<file path="config.mk">
export PLATFORM = sky130hd
export DESIGN_NAME = tlx_acq_filter
export DESIGN_NICKNAME = d
export VERILOG_FILES = /design/src/rtl/tlx_pkg.sv /design/src/rtl/tlx_ham84_dec.sv /design/src/rtl/tlx_fmt_map.sv /design/src/rtl/tlx_pfx_layout.sv /design/src/rtl/tlx_frame_deser.sv /design/src/rtl/tlx_acq_filter.sv
export SDC_FILE = /design/constraint.sdc
export NUM_CORES = 1
export LEC_CHECK = 0
export BUFFER_PORTS_ARGS = -buffer_cell sky130_fd_sc_hd__buf_2
export CAP_MARGIN = 10
export CORE_ASPECT_RATIO = 1.5
export CORE_MARGIN = 2
export CORE_UTILIZATION = 40
export CTS_CLUSTER_SIZE = 16
export DETAILED_ROUTE_END_ITERATION = 10
export PLACE_DENSITY = 0.57
export SLEW_MARGIN = 20
export SYNTH_ARGS = -nofsm -noshare
export SYNTH_HDL_FRONTEND = slang
export SYNTH_SLANG_ARGS = --single-unit
</file>
<file path="constraint.sdc">
create_clock -name clk -period 10.7 [get_ports clk]
set_input_delay 3.21 -clock clk [delete_from_list [all_inputs] [get_ports clk]]
set_output_delay 3.21 -clock clk [all_outputs]
set_load 0.01 [all_outputs]
</file>
<file path="src/rtl/tlx_pkg.sv">
package tlx_pkg;
   typedef enum logic [1:0] {
      ST_HUNT = 2'd0,
      ST_PFX  = 2'd1,
      ST_DATA = 2'd2
   } acq_state_t;

   typedef enum logic [2:0] {
      PT_FR_LONG  = 3'd0,
      PT_FR_MED   = 3'd1,
      PT_FR_SHORT = 3'd2,
      PT_SPARE    = 3'd3,
      PT_UK       = 3'd4,
      PT_NA       = 3'd5,
      PT_RAW_A    = 3'd6,
      PT_RAW_B    = 3'd7
   } ptype_t;

   localparam logic [7:0] PAGE_MARK_A = 8'h01;
   localparam logic [7:0] PAGE_MARK_B = 8'h9E;
endpackage

</file>
<file path="src/rtl/tlx_ham84_dec.sv">
module tlx_ham84_dec (
   input  logic [7:0] code_i,
   output logic [3:0] nib_o,
   output logic       bad_o
);
   logic s1, s2, s3, s4;
   logic [3:0] raw;

   always_comb begin
      s1  = code_i[0] ^ code_i[1] ^ code_i[5] ^ code_i[7];
      s2  = code_i[2] ^ code_i[1] ^ code_i[3] ^ code_i[7];
      s3  = code_i[4] ^ code_i[1] ^ code_i[3] ^ code_i[5];
      s4  = ^code_i;
      raw = {code_i[7], code_i[5], code_i[3], code_i[1]};
      nib_o = raw;
      if (s4) begin
         nib_o[0] = raw[0] ^ (s1 & s2 & s3);
         nib_o[1] = raw[1] ^ (!s1 & s2 & s3);
         nib_o[2] = raw[2] ^ (s1 & !s2 & s3);
         nib_o[3] = raw[3] ^ (s1 & s2 & !s3);
      end
      bad_o = !s4 && (s1 || s2 || s3);
   end
endmodule

</file>
<file path="src/rtl/tlx_fmt_map.sv">
module tlx_fmt_map #(
   parameter int LEN_W = 6
) (
   input  logic [3:0]       nib_i,
   input  logic [1:0]       list_i,
   output logic [LEN_W-1:0] len_o
);
   localparam int RAW_W = 8;
   logic [RAW_W-1:0] len_raw;

   generate
      if (LEN_W < 6) begin : g_len_chk
         $error("tlx_fmt_map: LEN_W must hold values up to 51");
      end
   endgenerate

   always_comb begin
      if (nib_i < 4'd4)
         len_raw = RAW_W'(nib_i);
      else
         len_raw = ((RAW_W'(nib_i) - RAW_W'(3)) << 2) + RAW_W'(list_i);
      len_o = len_raw[LEN_W-1:0];
   end
endmodule

</file>
<file path="src/rtl/tlx_pfx_layout.sv">
module tlx_pfx_layout
   import tlx_pkg::*;
(
   input  logic [2:0] ptype_i,
   output logic       has_pfx_o,
   output logic       has_fmt_o,
   output logic       is_fr_o,
   output logic       is_uk_o,
   output logic       is_na_o,
   output logic [2:0] fmt_idx_o,
   output logic [2:0] pair_idx_o,
   output logic [2:0] last_idx_o
);
   always_comb begin
      has_pfx_o  = 1'b1;
      has_fmt_o  = 1'b0;
      is_fr_o    = 1'b0;
      is_uk_o    = 1'b0;
      is_na_o    = 1'b0;
      fmt_idx_o  = 3'd7;
      pair_idx_o = 3'd7;
      last_idx_o = 3'd3;
      case (ptype_t'(ptype_i))
         PT_FR_LONG: begin
            has_fmt_o = 1'b1; is_fr_o = 1'b1;
            fmt_idx_o = 3'd4; pair_idx_o = 3'd5; last_idx_o = 3'd6;
         end
         PT_FR_SHORT: begin
            has_fmt_o = 1'b1; is_fr_o = 1'b1;
            fmt_idx_o = 3'd3; pair_idx_o = 3'd4; last_idx_o = 3'd5;
         end
         PT_FR_MED: begin
            is_fr_o = 1'b1; pair_idx_o = 3'd3; last_idx_o = 3'd4;
         end
         PT_UK:   is_uk_o = 1'b1;
         PT_NA:   is_na_o = 1'b1;
         default: has_pfx_o = 1'b0;
      endcase
   end
endmodule

</file>
<file path="src/rtl/tlx_frame_deser.sv">
module tlx_frame_deser #(
   parameter int BYTE_W    = 8,
   parameter bit LSB_FIRST = 1'b1
) (
   input  logic              clk,
   input  logic              rst_n,
   input  logic              bit_en_i,
   input  logic              ser_i,
   input  logic              win_i,
   input  logic [BYTE_W-1:0] frame_i,
   input  logic              drop_i,
   output logic              byte_stb_o,
   output logic [BYTE_W-1:0] byte_o,
   output logic              sync_o
);
   localparam int CNT_W = $clog2(BYTE_W);

   logic [BYTE_W-1:0] sh_q, sh_nxt;
   logic [CNT_W-1:0]  cnt_q;
   logic              locked_q;

   generate
      if (BYTE_W < 2) begin : g_w_chk
         $error("tlx_frame_deser: BYTE_W too small");
      end
      if (LSB_FIRST) begin : g_lsb
         assign sh_nxt = {ser_i, sh_q[BYTE_W-1:1]};
      end else begin : g_msb
         assign sh_nxt = {sh_q[BYTE_W-2:0], ser_i};
      end
   endgenerate

   always_ff @(posedge clk or negedge rst_n) begin
      if (!rst_n) begin
         sh_q       <= '0;
         cnt_q      <= '0;
         locked_q   <= 1'b0;
         byte_stb_o <= 1'b0;
         byte_o     <= '0;
         sync_o     <= 1'b0;
      end else begin
         byte_stb_o <= 1'b0;
         sync_o     <= 1'b0;
         if (bit_en_i) sh_q <= sh_nxt;
         if (drop_i) begin
            locked_q <= 1'b0;
         end else if (bit_en_i) begin
            if (!locked_q) begin
               if (win_i && (sh_nxt == frame_i)) begin
                  locked_q <= 1'b1;
                  cnt_q    <= '0;
                  sync_o   <= 1'b1;
               end
            end else if (cnt_q == CNT_W'(BYTE_W - 1)) begin
               cnt_q      <= '0;
               byte_stb_o <= 1'b1;
               byte_o     <= sh_nxt;
            end else begin
               cnt_q <= cnt_q + 1'b1;
            end
         end
      end
   end


   stb_locked_chk: assert property (@(posedge clk) disable iff (!rst_n)
      byte_stb_o |-> $past(locked_q));


   sync_window_chk: assert property (@(posedge clk) disable iff (!rst_n)
      sync_o |-> ($past(win_i) && $past(bit_en_i) && !$past(locked_q)));
endmodule

</file>
<file path="src/rtl/tlx_acq_filter.sv">
module tlx_acq_filter
   import tlx_pkg::*;
#(
   parameter int BYTE_W    = 8,
   parameter int DIG_W     = 4,
   parameter int NDIG      = 3,
   parameter int LEN_W     = 6,
   parameter bit LSB_FIRST = 1'b1
) (
   input  logic                    clk,
   input  logic                    rst_n,
   input  logic                    bit_en,
   input  logic                    ser_in,
   input  logic                    win_in,
   input  logic [BYTE_W-1:0]       cfg_frame,
   input  logic [2:0]              cfg_ptype,
   input  logic                    cfg_parity,
   input  logic                    cfg_fast,
   input  logic                    cfg_use_max,
   input  logic [1:0]              cfg_list,
   input  logic [LEN_W-1:0]        cfg_max_len,
   input  logic [DIG_W*NDIG-1:0]   cfg_chan,
   output logic                    out_valid,
   output logic [BYTE_W-1:0]       out_data
);
   localparam int IDX_W = 3;

   generate
      if (BYTE_W != 8 || DIG_W != 4) begin : g_code_chk
         $error("tlx_acq_filter: Hamming 8/4 needs 8-bit bytes and 4-bit digits");
      end
      if (NDIG < 1 || NDIG > 3) begin : g_dig_chk
         $error("tlx_acq_filter: NDIG must fit before the prefix extras");
      end
   endgenerate

   logic              stb, sync, drop;
   logic [BYTE_W-1:0] byte_q;
   logic [3:0]        nib;
   logic              herr;
   logic [LEN_W-1:0]  fmt_len;
   logic              has_pfx, has_fmt, is_fr, is_uk, is_na;
   logic [IDX_W-1:0]  fmt_idx, pair_idx, last_idx;

   acq_state_t        state_q;
   logic [IDX_W-1:0]  idx_q;
   logic [LEN_W-1:0]  rem_q;
   logic [3:0]        fmt_nib_q;
   logic              fmt_bad_q;
   logic [BYTE_W-1:0] p1_q;
   logic              page_seen_q;

   tlx_frame_deser #(.BYTE_W(BYTE_W), .LSB_FIRST(LSB_FIRST)) i_deser (
      .clk(clk), .rst_n(rst_n), .bit_en_i(bit_en), .ser_i(ser_in),
      .win_i(win_in), .frame_i(cfg_frame), .drop_i(drop),
      .byte_stb_o(stb), .byte_o(byte_q), .sync_o(sync)
   );

   tlx_ham84_dec i_ham (.code_i(byte_q), .nib_o(nib), .bad_o(herr));

   tlx_fmt_map #(.LEN_W(LEN_W)) i_fmt (
      .nib_i(fmt_nib_q), .list_i(cfg_list), .len_o(fmt_len)
   );

   tlx_pfx_layout i_layout (
      .ptype_i(cfg_ptype), .has_pfx_o(has_pfx), .has_fmt_o(has_fmt),
      .is_fr_o(is_fr), .is_uk_o(is_uk), .is_na_o(is_na),
      .fmt_idx_o(fmt_idx), .pair_idx_o(pair_idx), .last_idx_o(last_idx)
   );

   logic [DIG_W-1:0] dig_ref, dig_mask;
   logic             in_digits, dig_bad, pair_page, page_now, go;
   logic [LEN_W-1:0] len_sel;

   always_comb begin
      dig_ref = cfg_chan[DIG_W-1:0];
      for (int k = 0; k < NDIG; k++)
         if (idx_q == IDX_W'(k)) dig_ref = cfg_chan[k*DIG_W +: DIG_W];
      dig_mask  = (is_uk && idx_q == '0) ? {1'b0, {(DIG_W-1){1'b1}}} : '1;
      in_digits = idx_q < IDX_W'(NDIG);
      dig_bad   = herr || (((nib ^ dig_ref) & dig_mask) != '0);
      pair_page = ((p1_q == PAGE_MARK_A) && (byte_q == PAGE_MARK_B)) ||
                  (!(^p1_q) && (byte_q == PAGE_MARK_B)) ||
                  ((p1_q == PAGE_MARK_A) && !(^byte_q));
      if (is_fr)      page_now = pair_page;
      else if (is_uk) page_now = !herr && (nib == 4'd0);
      else if (is_na) page_now = !herr && nib[0];
      else            page_now = 1'b0;
      len_sel = (has_fmt && !cfg_use_max && !fmt_bad_q) ? fmt_len : cfg_max_len;
      go = (!cfg_fast || page_seen_q || page_now) && (len_sel != '0);
      case (state_q)
         ST_HUNT: drop = sync && !has_pfx && (cfg_max_len == '0);
         ST_PFX:  drop = stb && ((in_digits && dig_bad) || (idx_q == last_idx && !go));
         ST_DATA: drop = stb && (rem_q == LEN_W'(1));
         default: drop = 1'b0;
      endcase
   end

   always_ff @(posedge clk or negedge rst_n) begin
      if (!rst_n) begin
         state_q     <= ST_HUNT;
         idx_q       <= '0;
         rem_q       <= '0;
         fmt_nib_q   <= '0;
         fmt_bad_q   <= 1'b0;
         p1_q        <= '0;
         page_seen_q <= 1'b0;
         out_valid   <= 1'b0;
         out_data    <= '0;
      end else begin
         out_valid <= 1'b0;
         case (state_q)
            ST_HUNT: begin
               if (sync) begin
                  idx_q <= '0;
                  if (has_pfx) begin
                     state_q <= ST_PFX;
                  end else if (cfg_max_len != '0) begin
                     state_q <= ST_DATA;
                     rem_q   <= cfg_max_len;
                  end
               end
            end
            ST_PFX: begin
               if (stb) begin
                  if (in_digits && dig_bad) begin
                     state_q <= ST_HUNT;
                  end else if (idx_q == last_idx) begin
                     if (cfg_fast && page_now) page_seen_q <= 1'b1;
                     if (go) begin
                        state_q <= ST_DATA;
                        rem_q   <= len_sel;
                     end else begin
                        state_q <= ST_HUNT;
                     end
                  end else begin
                     idx_q <= idx_q + 1'b1;
                     if (has_fmt && idx_q == fmt_idx) begin
                        fmt_nib_q <= nib;
                        fmt_bad_q <= herr;
                     end
                     if (is_fr && idx_q == pair_idx) p1_q <= byte_q;
                  end
               end
            end
            ST_DATA: begin
               if (stb) begin
                  out_valid <= 1'b1;
                  out_data  <= cfg_parity ? {^byte_q, byte_q[BYTE_W-2:0]} : byte_q;
                  rem_q     <= rem_q - 1'b1;
                  if (rem_q == LEN_W'(1)) state_q <= ST_HUNT;
               end
            end
            default: state_q <= ST_HUNT;
         endcase
      end
   end


   drop_hunt_chk: assert property (@(posedge clk) disable iff (!rst_n)
      drop |=> (state_q == ST_HUNT));


   out_in_data_chk: assert property (@(posedge clk) disable iff (!rst_n)
      out_valid |-> ($past(state_q) == ST_DATA));


   fast_page_chk: assert property (@(posedge clk) disable iff (!rst_n)
      (out_valid && cfg_fast) |-> page_seen_q);
endmodule

</file>
Yosys cells after proc, flatten, opt, wreduce, memory -nomap -nowiden
Cells that the tools add are included.

word-level totals
  ROM bits = 0
  latch bits = 0
  output and inout bits = 9
  memory bits (writable) = 0
  flip-flop bits (word level) = 56
  memories kept = 0

operators by class
  equal/unequal tests = 28
  shift operators = 0
  mux-type cells = 59
  multipliers = 0
  divide/modulo/power cells = 0
  reductions and logical operators = 65
  bitwise gates (word level) = 25
  $add $sub $neg = 5
  order comparisons = 2

operators by type and width
  kind                                                 number
  2-to-1 mux 6 bit                                     10
  2-to-1 mux 1 bit                                     21
  2-to-1 mux 3 bit                                     7
  logical AND 1 bit                                    20
  AND reduction 5 bit                                  4
  2-to-1 mux 2 bit                                     9
  case mux 3 bit (3 select lines)                      2
  case mux 6 bit (3 select lines)                      1
  2-to-1 mux 4 bit                                     4
  parity 8 bit                                         2
  != test 2 bit, second input constant                 7
  XOR 1 bit                                            13
  case mux 3 bit (2 select lines)                      2
  nonzero test 6 bit                                   2
  zero test 1 bit                                      11
  equality test 3 bit                                  3
  equality test 3 bit, second input constant           3
  AND reduction 9 bit                                  1
  equality test 8 x 1 -> 1 bit, second input constant  1
  equality test 8 bit                                  1
  equality test 8 bit, second input constant           1
  logical OR 1 bit                                     8
  2-to-1 mux 8 bit                                     1
  AND 1 bit                                            7
  32 further kinds                                     43

Logic depth before layout (Yosys ltp)
Gate-level depths: netlist (run 1).

  depth after elaboration = 21
  gate-level depth with buffers = 12

Modules after synthesis
Synthesis (run 1) repeated with hierarchy kept, for this count alone.

unflattened totals
  cell total of the unflattened synthesis = 393
  area, all modules = 3,996.3 µm²

by module, submodules not included
  module           instances  cells an instance  sequential area each (µm²)  area each (µm²)
  tlx_acq_filter   1          248                850.8                       2,431.1
  tlx_frame_deser  1          67                 525.5                       960.9
  tlx_ham84_dec    1          49                 0.0                         417.9
  tlx_pfx_layout   1          18                 0.0                         106.4
  tlx_fmt_map      1          11                 0.0                         80.1

Least setup slack after synthesis (run 1)
OpenSTA, ideal clock, no wires.

  kind = input-to-reg
  from = input port cfg_ptype[2]
  to = register i_deser.byte_o[7]
  setup slack = 4.875 ns
  buffers on the path = 2
  stages on the path = 11
  arrival time = 5.700 ns
  library setup time = 0.125 ns
  cells stage by stage = clkbuf_1 or4_1 clkbuf_1 nand2_1 o21ai_0 a2111oi_0 a21oi_1 or2_2 a41oi_1 nor2_4 mux2_2

on the way
  longest elaborated chain between the ends = 15
  elaborated cells between the ends (all ways) = 40
  those cells by class = eq/ne (5); mux (12); bitwise (2); reduce/logical (21)

ends and longest elaborated chain
  element                                                                 line                   text
  from (decl)                                                             tlx_acq_filter.sv:16   input logic [2:0] cfg_ptype,
  equality test 3 x 2 -> 1 bit / zero test 3 bit (equally long branches)  tlx_pfx_layout.sv:23   case (ptype_t'(ptype_i))
  OR reduction 2 bit (no source line)                                     --
  2-to-1 mux 1 bit                                                        tlx_pfx_layout.sv:23
  logical AND 1 bit (2 in series)                                         tlx_acq_filter.sv:89   len_sel = (has_fmt && !cfg_use_max && !fmt_bad_q) ? fmt_len : cfg_max_len;
  2-to-1 mux 6 bit                                                        tlx_acq_filter.sv:89
  nonzero test 6 bit                                                      tlx_acq_filter.sv:90   go = (!cfg_fast || page_seen_q || page_now) && (len_sel != '0);
  logical AND 1 bit                                                       tlx_acq_filter.sv:90
  zero test 1 bit                                                         tlx_acq_filter.sv:93   ST_PFX: drop = stb && ((in_digits && dig_bad) || (idx_q == last_idx && !go));
  logical AND 1 bit                                                       tlx_acq_filter.sv:93
  logical OR 1 bit                                                        tlx_acq_filter.sv:93
  logical AND 1 bit                                                       tlx_acq_filter.sv:93
  case mux 1 bit (3 select lines) (*)                                     tlx_acq_filter.sv:91   case (state_q)
  inverter 1 bit (no source line) (*)                                     --
  AND reduction 4 bit (no source line) (*)                                --
  to (signal assigned)                                                    tlx_frame_deser.sv:57  byte_o <= sh_nxt;
  to (decl)                                                               tlx_frame_deser.sv:13  output logic [BYTE_W-1:0] byte_o,

Mark *: on every way between the ends. The rest lies on a longest branch, timed or not.
A chain may end at the register's enable or synchronous reset.

Worst setup path after layout (run 1)
  from = input port cfg_ptype[0]
  to = register i_deser.cnt_q[2]

on the way
  longest elaborated chain between the ends = 15
  elaborated cells between the ends (all ways) = 40
  those cells by class = eq/ne (5); mux (12); bitwise (2); reduce/logical (21)

ends and longest elaborated chain
  element                                                                 line                   text
  equality test 3 x 2 -> 1 bit / zero test 3 bit (equally long branches)  tlx_pfx_layout.sv:23
  OR reduction 2 bit (no source line)                                     --
  2-to-1 mux 1 bit                                                        tlx_pfx_layout.sv:23
  logical AND 1 bit (2 in series)                                         tlx_acq_filter.sv:89
  2-to-1 mux 6 bit                                                        tlx_acq_filter.sv:89
  nonzero test 6 bit                                                      tlx_acq_filter.sv:90
  logical AND 1 bit                                                       tlx_acq_filter.sv:90
  zero test 1 bit                                                         tlx_acq_filter.sv:93
  logical AND 1 bit                                                       tlx_acq_filter.sv:93
  logical OR 1 bit                                                        tlx_acq_filter.sv:93
  logical AND 1 bit                                                       tlx_acq_filter.sv:93
  case mux 1 bit (3 select lines) (*)                                     tlx_acq_filter.sv:91
  inverter 1 bit (no source line) (*)                                     --
  AND reduction 3 bit (no source line) (*)                                --
  to (signal assigned)                                                    tlx_frame_deser.sv:59  cnt_q <= cnt_q + 1'b1;
  to (decl)                                                               tlx_frame_deser.sv:19  logic [CNT_W-1:0] cnt_q;

Marks and branches as above.

==> flow_summary.toml, run 1 <==
[pwr]
power.ir.vdd_worst_v = 0.000106
total_power_mw = 0.438
power.density_mw_per_mm2 = 101
p_leak_nw = 1.99

[synth]
mappedNetlistNets = 468
synth-seq-cells = 55
synth_edf_count = 0
yosys.cell_types.count = 62
yosys.cell_count.top_type = "sky130_fd_sc_hd__dfrtp_1"
synth.avg_cell_area_um2 = 9.50
asyncSetResetFlopFracSynth_pct = 100
synth_largest_type_area_fraction_pct = 35.5
yosys_warnings = 0
yosys-top-cells-area = "sky130_fd_sc_hd__dfrtp_1 (36%), sky130_fd_sc_hd__mux2_2 (9.0%), sky130_fd_sc_hd__ha_1 (6.8%), sky130_fd_sc_hd__xnor2_1 (4.3%), sky130_fd_sc_hd__a21oi_1 (3.2%)"
synthesis.area_mm2 = 0.00387
yosys.area.top_type = "sky130_fd_sc_hd__dfrtp_1"
synthTopCellsByCount = "sky130_fd_sc_hd__dfrtp_1 (55), sky130_fd_sc_hd__mux2_2 (31), sky130_fd_sc_hd__nand2_1 (26)"
syn_inst = 408
synth.yosys.seq_area_share_pct = 35.5
yosys_most_used_dff = "sky130_fd_sc_hd__dfrtp_1"

[timing]
holdWs_ns = 0.475
final_critical_path_time_including_i_o_delays_and_setup_ns = 5.89
fin_crit_sh_pct = 55.0
timing_max_transition_violations_final = 0
relSlewSlack_pct = 47.5
hold_violations = 0
clock.fmax_mhz = 170
final.setup_skew_ns = 0.00336
rsz0062_at_grt = "no"
worstMarginPinSlew_ns = 0.781
setup_total_negative_slack_ns = 0
setup_viol_count_final = 0

[place]
numPlacedInstances = 551
place_congestion = 0.839
io_buffer_count = 47
dp_hpwl_um = 6870

[clock_tree]
numCtsBuffers = 5
cts-resized-gates = 0
clock_tree_from_tritoncts = "done"
cts_setup_buffers = 0
buffer_depth_of_the_longest_clock_path = 2
holdBufCountCts = 0
clockRootBuffer = "sky130_fd_sc_hd__clkbuf_16"
clk_latency_worst_skew_pair_ns = 0.30
sink_count_of_the_clock_tree = 55
ctsHtreeMaxLevel = 2
cts_clock_pin_slew_for_the_worst_setup_and_hold_paths_ns = 0.07

[critical_path]
r2r_start = "i_deser.byte_o[5]"
r2r.worst_path.cells = 11
critical_path_source_type = "primary input"
worstSetupEndpointType = "flop"
r2r_end = "p1_q[0]"
criticalPathCategory = "primary input to flop"
critPathArrivalTime_ns = 6.07
reg2reg_slack_ns = 6.16
worst-endpoint-required_ns = 10.89
critical_path_peak_fanout = 12

[worst_hold_path]
min_delay_endpoint = "page_seen_q"
worstHoldPathType = "flop to flop"
holdCritStartpoint = "page_seen_q"
worst_hold_path.num_cells = 2

[drt]
route.detailed.drc = 0
detail_route.vias_per_cell = 5.62
drt.antenna.violating_nets = 0
drtIter0Drc = 131
routed-via-count = 3142
routed_wirelength_um = 8940
firstDrtPassIters = 4
avg_wl_per_cell_um = 16.0

[layout]
layout.filler_cells = 958
area_growth_pct = 11.7
antennaDiodeCount = 0
nNetsFinal = 503
drive_gt1_share_pct = 23.0
ff_latch_area_mm2 = 0.00138
multiInputGateArea_mm2 = 0.00232
stdcell_count = 559

[global_routing]
grt_antenna_before_repair = 0
grt_util_all_layers_pct = 17.2
first_pass_grt_wire_length_um = 14700
grt_pass1_vias = 3158
pin_count_of_the_biggest_net_entering_global_routing = 56
globalRouteOverflowTotal = 0

[job]
max_cap_violations = 0

[die]
initial_core_util_pct = 40.5
fp.dieArea_mm2 = 0.0105
io_pins = 48
core_region_area_mm2 = 0.00958
floorplan.rows = 44
dieWidth_um = 84.4
fp.dieH_um = 125

[outcome]
status = "finished, final reports clean"
## cells by family after synthesis
logic type	count (synthesis)	synth area share, %
muxes	42	11.9
buffers and inverters	45	4.59
DFF	55	35.5
xor gates and xnor gates	30	7.56
adders and majority gates	21	6.78
AOI/OAI and AO/OA	91	15.9
and+or+nand+nor	124	17.8
## area by class of cell
class                   instances  share of cell area, %
multi-input cells             308                   53.6
flip-flops and latches         55                   31.8
repair buffers                 48                   5.61
well taps                     115                   3.32
clock buffers                   5                   2.89
inverters                      25                   2.17
clock inverters                 3                  0.578
## power by group
part	total (mW)	internal [mW]	switching (mW)
clock	0.166	0.0877	0.0779
sequential	0.228	0.218	0.0103
combinational	0.0443	0.0237	0.0205
## state kept, by name, summed over array words and instances (netlist names)
signal              cells
i_deser.byte_o          8
out_data                8
p1_q                    8
i_deser.sh_q            7
rem_q                   6
fmt_nib_q               4
i_deser.cnt_q           3
idx_q                   3
state_q                 2
fmt_bad_q               1
i_deser.byte_stb_o      1
i_deser.locked_q        1
i_deser.sync_o          1
out_valid               1
page_seen_q             1
## cells in the final DEF (no fill, tap or decap), drive strengths merged, types with 4 or more instances in the layout
cell	n
dfrtp	55
buf	48
mux2	31
nand2	27
inv	25
a21oi	25
o21ai	22
ha	21
nor2	20
xnor2	19
nand3	18
mux2i	11
nor3	10
xor2	9
or3	8
a22oi	7
nor2b	6
nand2b	6
clkbuf	5
a31oi	4
and3	4
o22ai	4
or2	4
nand4	4
nor4	4
## layer usage
metal,GRT usage (%),up-vias,part of all wire (%)
li1,-,1547,-
met1,18.5,1534,40
met2,34.2,47,56
met3,2.58,14,2.7
met4,4.30,0,1.5
met5,0,-,0
## metrics by stage
stage	worst slack (ns)	utilization (%)	instance area, um2
2_1_floorplan	4.88	-	3870
6_report	4.81	45.2	4330
4_1_cts	4.82	45.2	4330
5_1_grt	4.58	45.2	4330
3_5_place_dp	4.52	43.6	4180
3_3_place_gp	4.57	43.6	4180
## how the worst max path moves through the flow
| stage | endpoint | start | slack, ns | depth (start not counted) |
|---|---|---|---|---|
| 2_1_floorplan | i_deser.byte_o[7] | cfg_ptype[2] | 4.88 | 11 |
| 3_3_place_gp | i_deser.cnt_q[1] | cfg_ptype[0] | 4.57 | 10 |
| 3_5_place_dp | i_deser.cnt_q[2] | cfg_ptype[0] | 4.52 | 10 |
| 4_1_cts | i_deser.cnt_q[2] | cfg_ptype[0] | 4.82 | 10 |
| 5_1_grt | i_deser.cnt_q[2] | cfg_ptype[0] | 4.58 | 10 |
| 6_report | i_deser.cnt_q[2] | cfg_ptype[0] | 4.81 | 10 |
## worst max-delay path: stages
cell and delay, ns:
sky130_fd_sc_hd__buf_2 0.16, sky130_fd_sc_hd__or4_1 0.71, sky130_fd_sc_hd__nand2_1 0.13, sky130_fd_sc_hd__o21ai_0 0.11, sky130_fd_sc_hd__a2111oi_0 0.38, sky130_fd_sc_hd__a21oi_1 0.08
sky130_fd_sc_hd__or2_2 0.30, sky130_fd_sc_hd__a41oi_1 0.50, sky130_fd_sc_hd__nor2b_1 0.18, sky130_fd_sc_hd__a32o_1 0.30
No activity file was read; power rests on OpenSTA's default activity.
==> run 2, diff against run 1 <==
- PLACE_DENSITY: 0.57 -> 0.59
- clock period: 10.7 -> 5.4 ns (I/O delays scaled with it)
==> flow_summary.toml, run 2 (same netlist as run 1, synthesis figures left out) <==
[layout]
stdcell_count = 559
drive_gt1_share_pct = 23.0
final_design_area_no_fill_mm2 = 0.00435
nNetsFinal = 503
mostFrequentLayoutCell = "sky130_fd_sc_hd__dfrtp_1"
antennaDiodeCount = 0
most-common-layout-cells = "sky130_fd_sc_hd__dfrtp_1 (55), sky130_fd_sc_hd__buf_2 (47), sky130_fd_sc_hd__mux2_2 (31)"
layout.filler_cells = 944
top_regs = "i_deser.byte_o: 8 flops, out_data: 8 flops, p1_q: 8 flops"
area_growth_pct = 12.3

[critical_path]
critPathSlowestCell = "sky130_fd_sc_hd__dfrtp_1"
criticalPathCategory = "flop to flop"
worst-endpoint-required_ns = 5.58
critPathArrivalTime_ns = 4.58
worstSetupEndpointType = "flop"
critical_path_peak_fanout = 11
path_cells = "inv_1 > ha_1 > xor3_2 > or3_4 > a311oi_1 > nand2_1 > xnor2_1 > o41ai_4 > nand2_2 > nor4_4 > mux2_2"
cp_slowest_stage_delay_ns = 0.58
critical_path_source_type = "flop"

[timing]
final.setup_skew_ns = 0.00787
timing_max_transition_violations_final = 0
rsz0062_at_grt = "no"
worstMarginPinSlew_ns = 0.792
final_critical_path_time_including_i_o_delays_and_setup_ns = 4.40
setup_viol_count_final = 0
relSlewSlack_pct = 46.9
setup_total_negative_slack_ns = 0
hold_violations = 0
fin_crit_sh_pct = 81.5
clock.fmax_mhz = 227

[global_routing]
gr_util_met1_pct = 20.1
grt_pass1_vias = 3072
first_pass_grt_wire_length_um = 15000
globalRouteMet2Util_pct = 33.1
use_met3_pct = 2.85
grt_antenna_before_repair = 0
globalRouteOverflowTotal = 0
pin_count_of_the_biggest_net_entering_global_routing = 50
busiest_layer = "met2"
grt_util_all_layers_pct = 17.6

[clock_tree]
clock_tree_from_tritoncts = "done"
ctsHtreeMaxLevel = 2
buffer_depth_of_the_longest_clock_path = 2
holdBufCountCts = 0
cts-resized-gates = 0
sink_count_of_the_clock_tree = 55
cts_clock_pin_slew_for_the_worst_setup_and_hold_paths_ns = 0.07
cts_setup_buffers = 0
clk_latency_worst_skew_pair_ns = 0.30
clockRootBuffer = "sky130_fd_sc_hd__clkbuf_16"
numCtsBuffers = 5

[pwr]
p_leak_nw = 2.01
power.density_mw_per_mm2 = 211
power.ir.vdd_worst_v = 0.000208

[job]
max_cap_violations = 0

[worst_hold_path]
worstHoldPathType = "flop to flop"

[drt]
routed-via-count = 3161
drt.antenna.violating_nets = 0
drtIter0Drc = 66
avg_wl_per_cell_um = 16.1
route.detailed.drc = 0
detail_route.vias_per_cell = 5.65
routed_wirelength_um = 9010
firstDrtPassIters = 4

[place]
post_dp_cell_area_mm2 = 0.00418
numPlacedInstances = 551
place_congestion = 0.850
dp_hpwl_um = 6930
io_buffer_count = 47

[die]
dieWidth_um = 84.4
fp.dieH_um = 125
floorplan.rows = 44
io_pins = 48
fp.dieArea_mm2 = 0.0105
core_region_area_mm2 = 0.00958
initial_core_util_pct = 40.5

[outcome]
status = "finished, final reports clean"
[run 2: stage by stage]
step / utilization [%] / setup WS (ns) / hold slack [ns] / total power, mW
final: 45.4 / 0.997 / 0.482 / 0.919
after global routing: 45.4 / 0.768 / 0.504 / 0.962
after CTS: 45.4 / 0.973 / 0.478 / 0.931
after detailed placement: 43.6 / 0.804 / 0.459 / 0.552
after global placement: 43.6 / 0.858 / 0.448 / 0.547
after floorplan: - / 1.17 / 0.431 / 0.510
[run 2: where the power goes]
group | internal, mW | switching, mW
logic | 0.0475 | 0.0419
registers | 0.431 | 0.0217
clock network | 0.221 | 0.155
[run 2: final cells by class]
type                       count  area, um2  area share, %
inverter                      25       93.8           2.16
sequential                    55       1380           31.6
multi-input combinational    308       2320           53.4
clock buffer                   5        125           2.88
tap                          115        144           3.31
timing repair buffer          48        243           5.58
clock inverter                 3       47.5           1.09
[run 2: routing by layer]
layer / share of wire, % / routed length, um
met5: 0 / 0
met4: 1.8 / 159
met3: 4.0 / 356
met2: 55 / 4930
met1: 40 / 3560
[run 2: worst paths after layout]
| path | from | endpoint | slack, ns | cells past startpoint |
|---|---|---|---|---|
| setup / recovery | i_deser.byte_o[5] | p1_q[0] | 1.0 | 11 |
| hold / removal | out_data[7] | out_data[7] | 0.48 | 2 |
| setup reg to reg | i_deser.byte_o[5] | p1_q[0] | 1.0 | 11 |
| hold reg to reg | out_data[7] | out_data[7] | 0.48 | 2 |
| max in group asynchronous | rst_n | out_data[0] | 3.41 | 2 |
| min in group asynchronous | rst_n | idx_q[0] | 1.14 | 1 |
[run 2: worst max-delay path, delay by kind of cell, from the launching register on]
family / cells / cell delay, ns
AO/OA/AOI/OAI: 2 / 0.78
XOR/XNOR: 2 / 0.68
adder cells (fa/ha/maj): 1 / 0.33
buffers and inverters: 1 / 0.20
flip-flops: 1 / 0.58
multiplexers: 1 / 0.41
AND/OR/NAND/NOR: 4 / 1.30
==> run 3, diff against run 2 <==
- clock period: 5.4 -> 3.65 ns (I/O delays scaled with it)
==> flow_summary.toml, run 3 (same netlist as run 1, synthesis figures left out) <==
[critical_path]
r2r_end = "p1_q[2]"
critical_path_peak_fanout = 6
r2r.worst_path.cells = 12
r2r_start = "i_deser.byte_o[4]"
worst-endpoint-required_ns = 3.83
reg2reg_slack_ns = 0.08
worstSetupEndpointType = "flop"
critPathArrivalTime_ns = 3.75
critical_path_source_type = "flop"
criticalPathCategory = "flop to flop"

[place]
place_congestion = 0.868
io_buffer_count = 47
dp_slack_ns = 0.00562
dp_hpwl_um = 7130
numPlacedInstances = 583
post_dp_cell_area_mm2 = 0.00443

[pwr]
power.density_mw_per_mm2 = 285
p_leak_nw = 2.21
power.ir.vdd_worst_v = 0.000333

[worst_hold_path]
worst_hold_path.num_cells = 2
worstHoldPathType = "flop to flop"
holdCritStartpoint = "out_data[0]"
min_delay_endpoint = "out_data[0]"

[layout]
layout.core_utilization_pct = 49.5
antennaDiodeCount = 0
final_design_area_no_fill_mm2 = 0.00474
stdcell_count = 597
nNetsFinal = 542
drive_gt1_share_pct = 30.9
top_regs = "i_deser.byte_o: 8 flops, out_data: 8 flops, p1_q: 8 flops"
area_growth_pct = 22.4
most-common-layout-cells = "sky130_fd_sc_hd__dfrtp_1 (55), sky130_fd_sc_hd__buf_2 (47), sky130_fd_sc_hd__buf_4 (36)"
mostFrequentLayoutCell = "sky130_fd_sc_hd__dfrtp_1"

[clock_tree]
sink_count_of_the_clock_tree = 55
clk_latency_worst_skew_pair_ns = 0.30
numCtsBuffers = 5
ctsHtreeMaxLevel = 2
clock_tree_from_tritoncts = "done"
cts_clock_pin_slew_for_the_worst_setup_and_hold_paths_ns = 0.07
buffer_depth_of_the_longest_clock_path = 2
clockRootBuffer = "sky130_fd_sc_hd__clkbuf_16"

[timing]
worstMarginPinSlew_ns = 0.749
fin_crit_sh_pct = 97.9
layout_setup_ws_ns = 0.0771
rsz0062_at_grt = "yes"
hold_violations = 0
final.setup_skew_ns = 0.00786
setup_total_negative_slack_ns = 0
relSlewSlack_pct = 50.1
setup_viol_count_final = 0
final_critical_path_time_including_i_o_delays_and_setup_ns = 3.57
clock.fmax_mhz = 280
timing_max_transition_violations_final = 0

[global_routing]
grt_antenna_before_repair = 0
grt_util_all_layers_pct = 17.9
first_pass_grt_wire_length_um = 15200
globalRouteOverflowTotal = 0
grt_pass1_vias = 3298
pin_count_of_the_biggest_net_entering_global_routing = 49

[drt]
route.detailed.drc = 0
drtIter0Drc = 139
routed-via-count = 3295
firstDrtPassIters = 4
detail_route.vias_per_cell = 5.52
routed_wirelength_um = 9560
drt.antenna.violating_nets = 0
avg_wl_per_cell_um = 16.0

[die]
initial_core_util_pct = 40.5
dieWidth_um = 84.4
core_region_area_mm2 = 0.00958
fp.dieH_um = 125
io_pins = 48
floorplan.rows = 44
fp.dieArea_mm2 = 0.0105

[job]
max_cap_violations = 0

[outcome]
status = "finished, final reports clean"
==> run 3: cell types whose count changed in the layout (fill, tap and decap cells not counted), moves of 3 or more <==
cell                     before  now
sky130_fd_sc_hd__buf_4        1   36
sky130_fd_sc_hd__mux2_2      31   26
sky130_fd_sc_hd__mux2_4       0    5
sky130_fd_sc_hd__buf_6        0    3
==> run 3: where the power goes <==
group,internal [mW],switching (mW),leakage (nW)
Sequential,0.639,0.0323,0.689
Combinational,0.0757,0.0641,1.44
Clock,0.321,0.219,0.0769
==> run 3: routing by layer <==
metal,track usage [%],routed length (um),up-vias
met5,0,0,-
met4,6.44,275,0
met3,2.65,289,20
met2,34.2,5180,70
met1,19.7,3820,1581
li1,-,-,1624
==> run 3: how the worst max path moves through the flow <==
| stage | start | to | slack [ns] | depth (start not counted) |
|---|---|---|---|---|
| 2_1_floorplan | i_deser.byte_o[5] | p1_q[0] | -0.02 | 12 |
| 3_3_place_gp | i_deser.byte_o[6] | p1_q[7] | 0.02 | 13 |
| 3_5_place_dp | i_deser.byte_o[6] | i_deser.byte_o[4] | 0.006 | 11 |
| 4_1_cts | i_deser.byte_o[6] | fmt_nib_q[2] | 0.001 | 14 |
| 5_1_grt | i_deser.byte_o[5] | p1_q[0] | -0.08 | 13 |
| 6_report | i_deser.byte_o[4] | p1_q[2] | 0.08 | 12 |
==> run 3: cell type report <==
| class | instances | area [um2] |
|---|---|---|
| flip-flops and latches | 55 | 1380 |
| repair buffers | 86 | 539 |
| inverters | 25 | 93.8 |
| fillers | 923 | 4840 |
| clock buffers | 6 | 129 |
| well taps | 115 | 144 |
| multi-input cells | 309 | 2430 |
| clock inverters | 1 | 30.0 |
==> run 3: repair_timing <==
| action | in CTS | in global routing |
|---|---|---|
| gates cloned | 0 | 1 |
| setup endpoints to repair | 5 | 28 |
| pin swaps | 1 | 13 |
| hold buffers | 0 | 0 |
| setup buffers | 1 | 5 |
| gates resized for setup | 0 | 19 |
==> run 3: stage by stage <==
step / hold WS (ns) / total power, mW
5_1_grt: 0.505 / 1.41
3_5_place_dp: 0.471 / 0.823
3_3_place_gp: 0.448 / 0.815
6_report: 0.482 / 1.35
2_1_floorplan: 0.431 / 0.755
4_1_cts: 0.486 / 1.36
==> run 3: critical path, stage by stage, from the launching register on <==
cell and delay (ns):
sky130_fd_sc_hd__dfrtp_1 0.41, sky130_fd_sc_hd__ha_4 0.28, sky130_fd_sc_hd__xor3_2 0.42, sky130_fd_sc_hd__or3_4 0.44, sky130_fd_sc_hd__a311oi_2 0.21, sky130_fd_sc_hd__nand2_1 0.14
sky130_fd_sc_hd__xnor2_2 0.17, sky130_fd_sc_hd__o41ai_4 0.32, sky130_fd_sc_hd__buf_4 0.20, sky130_fd_sc_hd__nand2_4 0.06, sky130_fd_sc_hd__nor4_4 0.31, sky130_fd_sc_hd__buf_6 0.18
sky130_fd_sc_hd__mux2_4 0.30
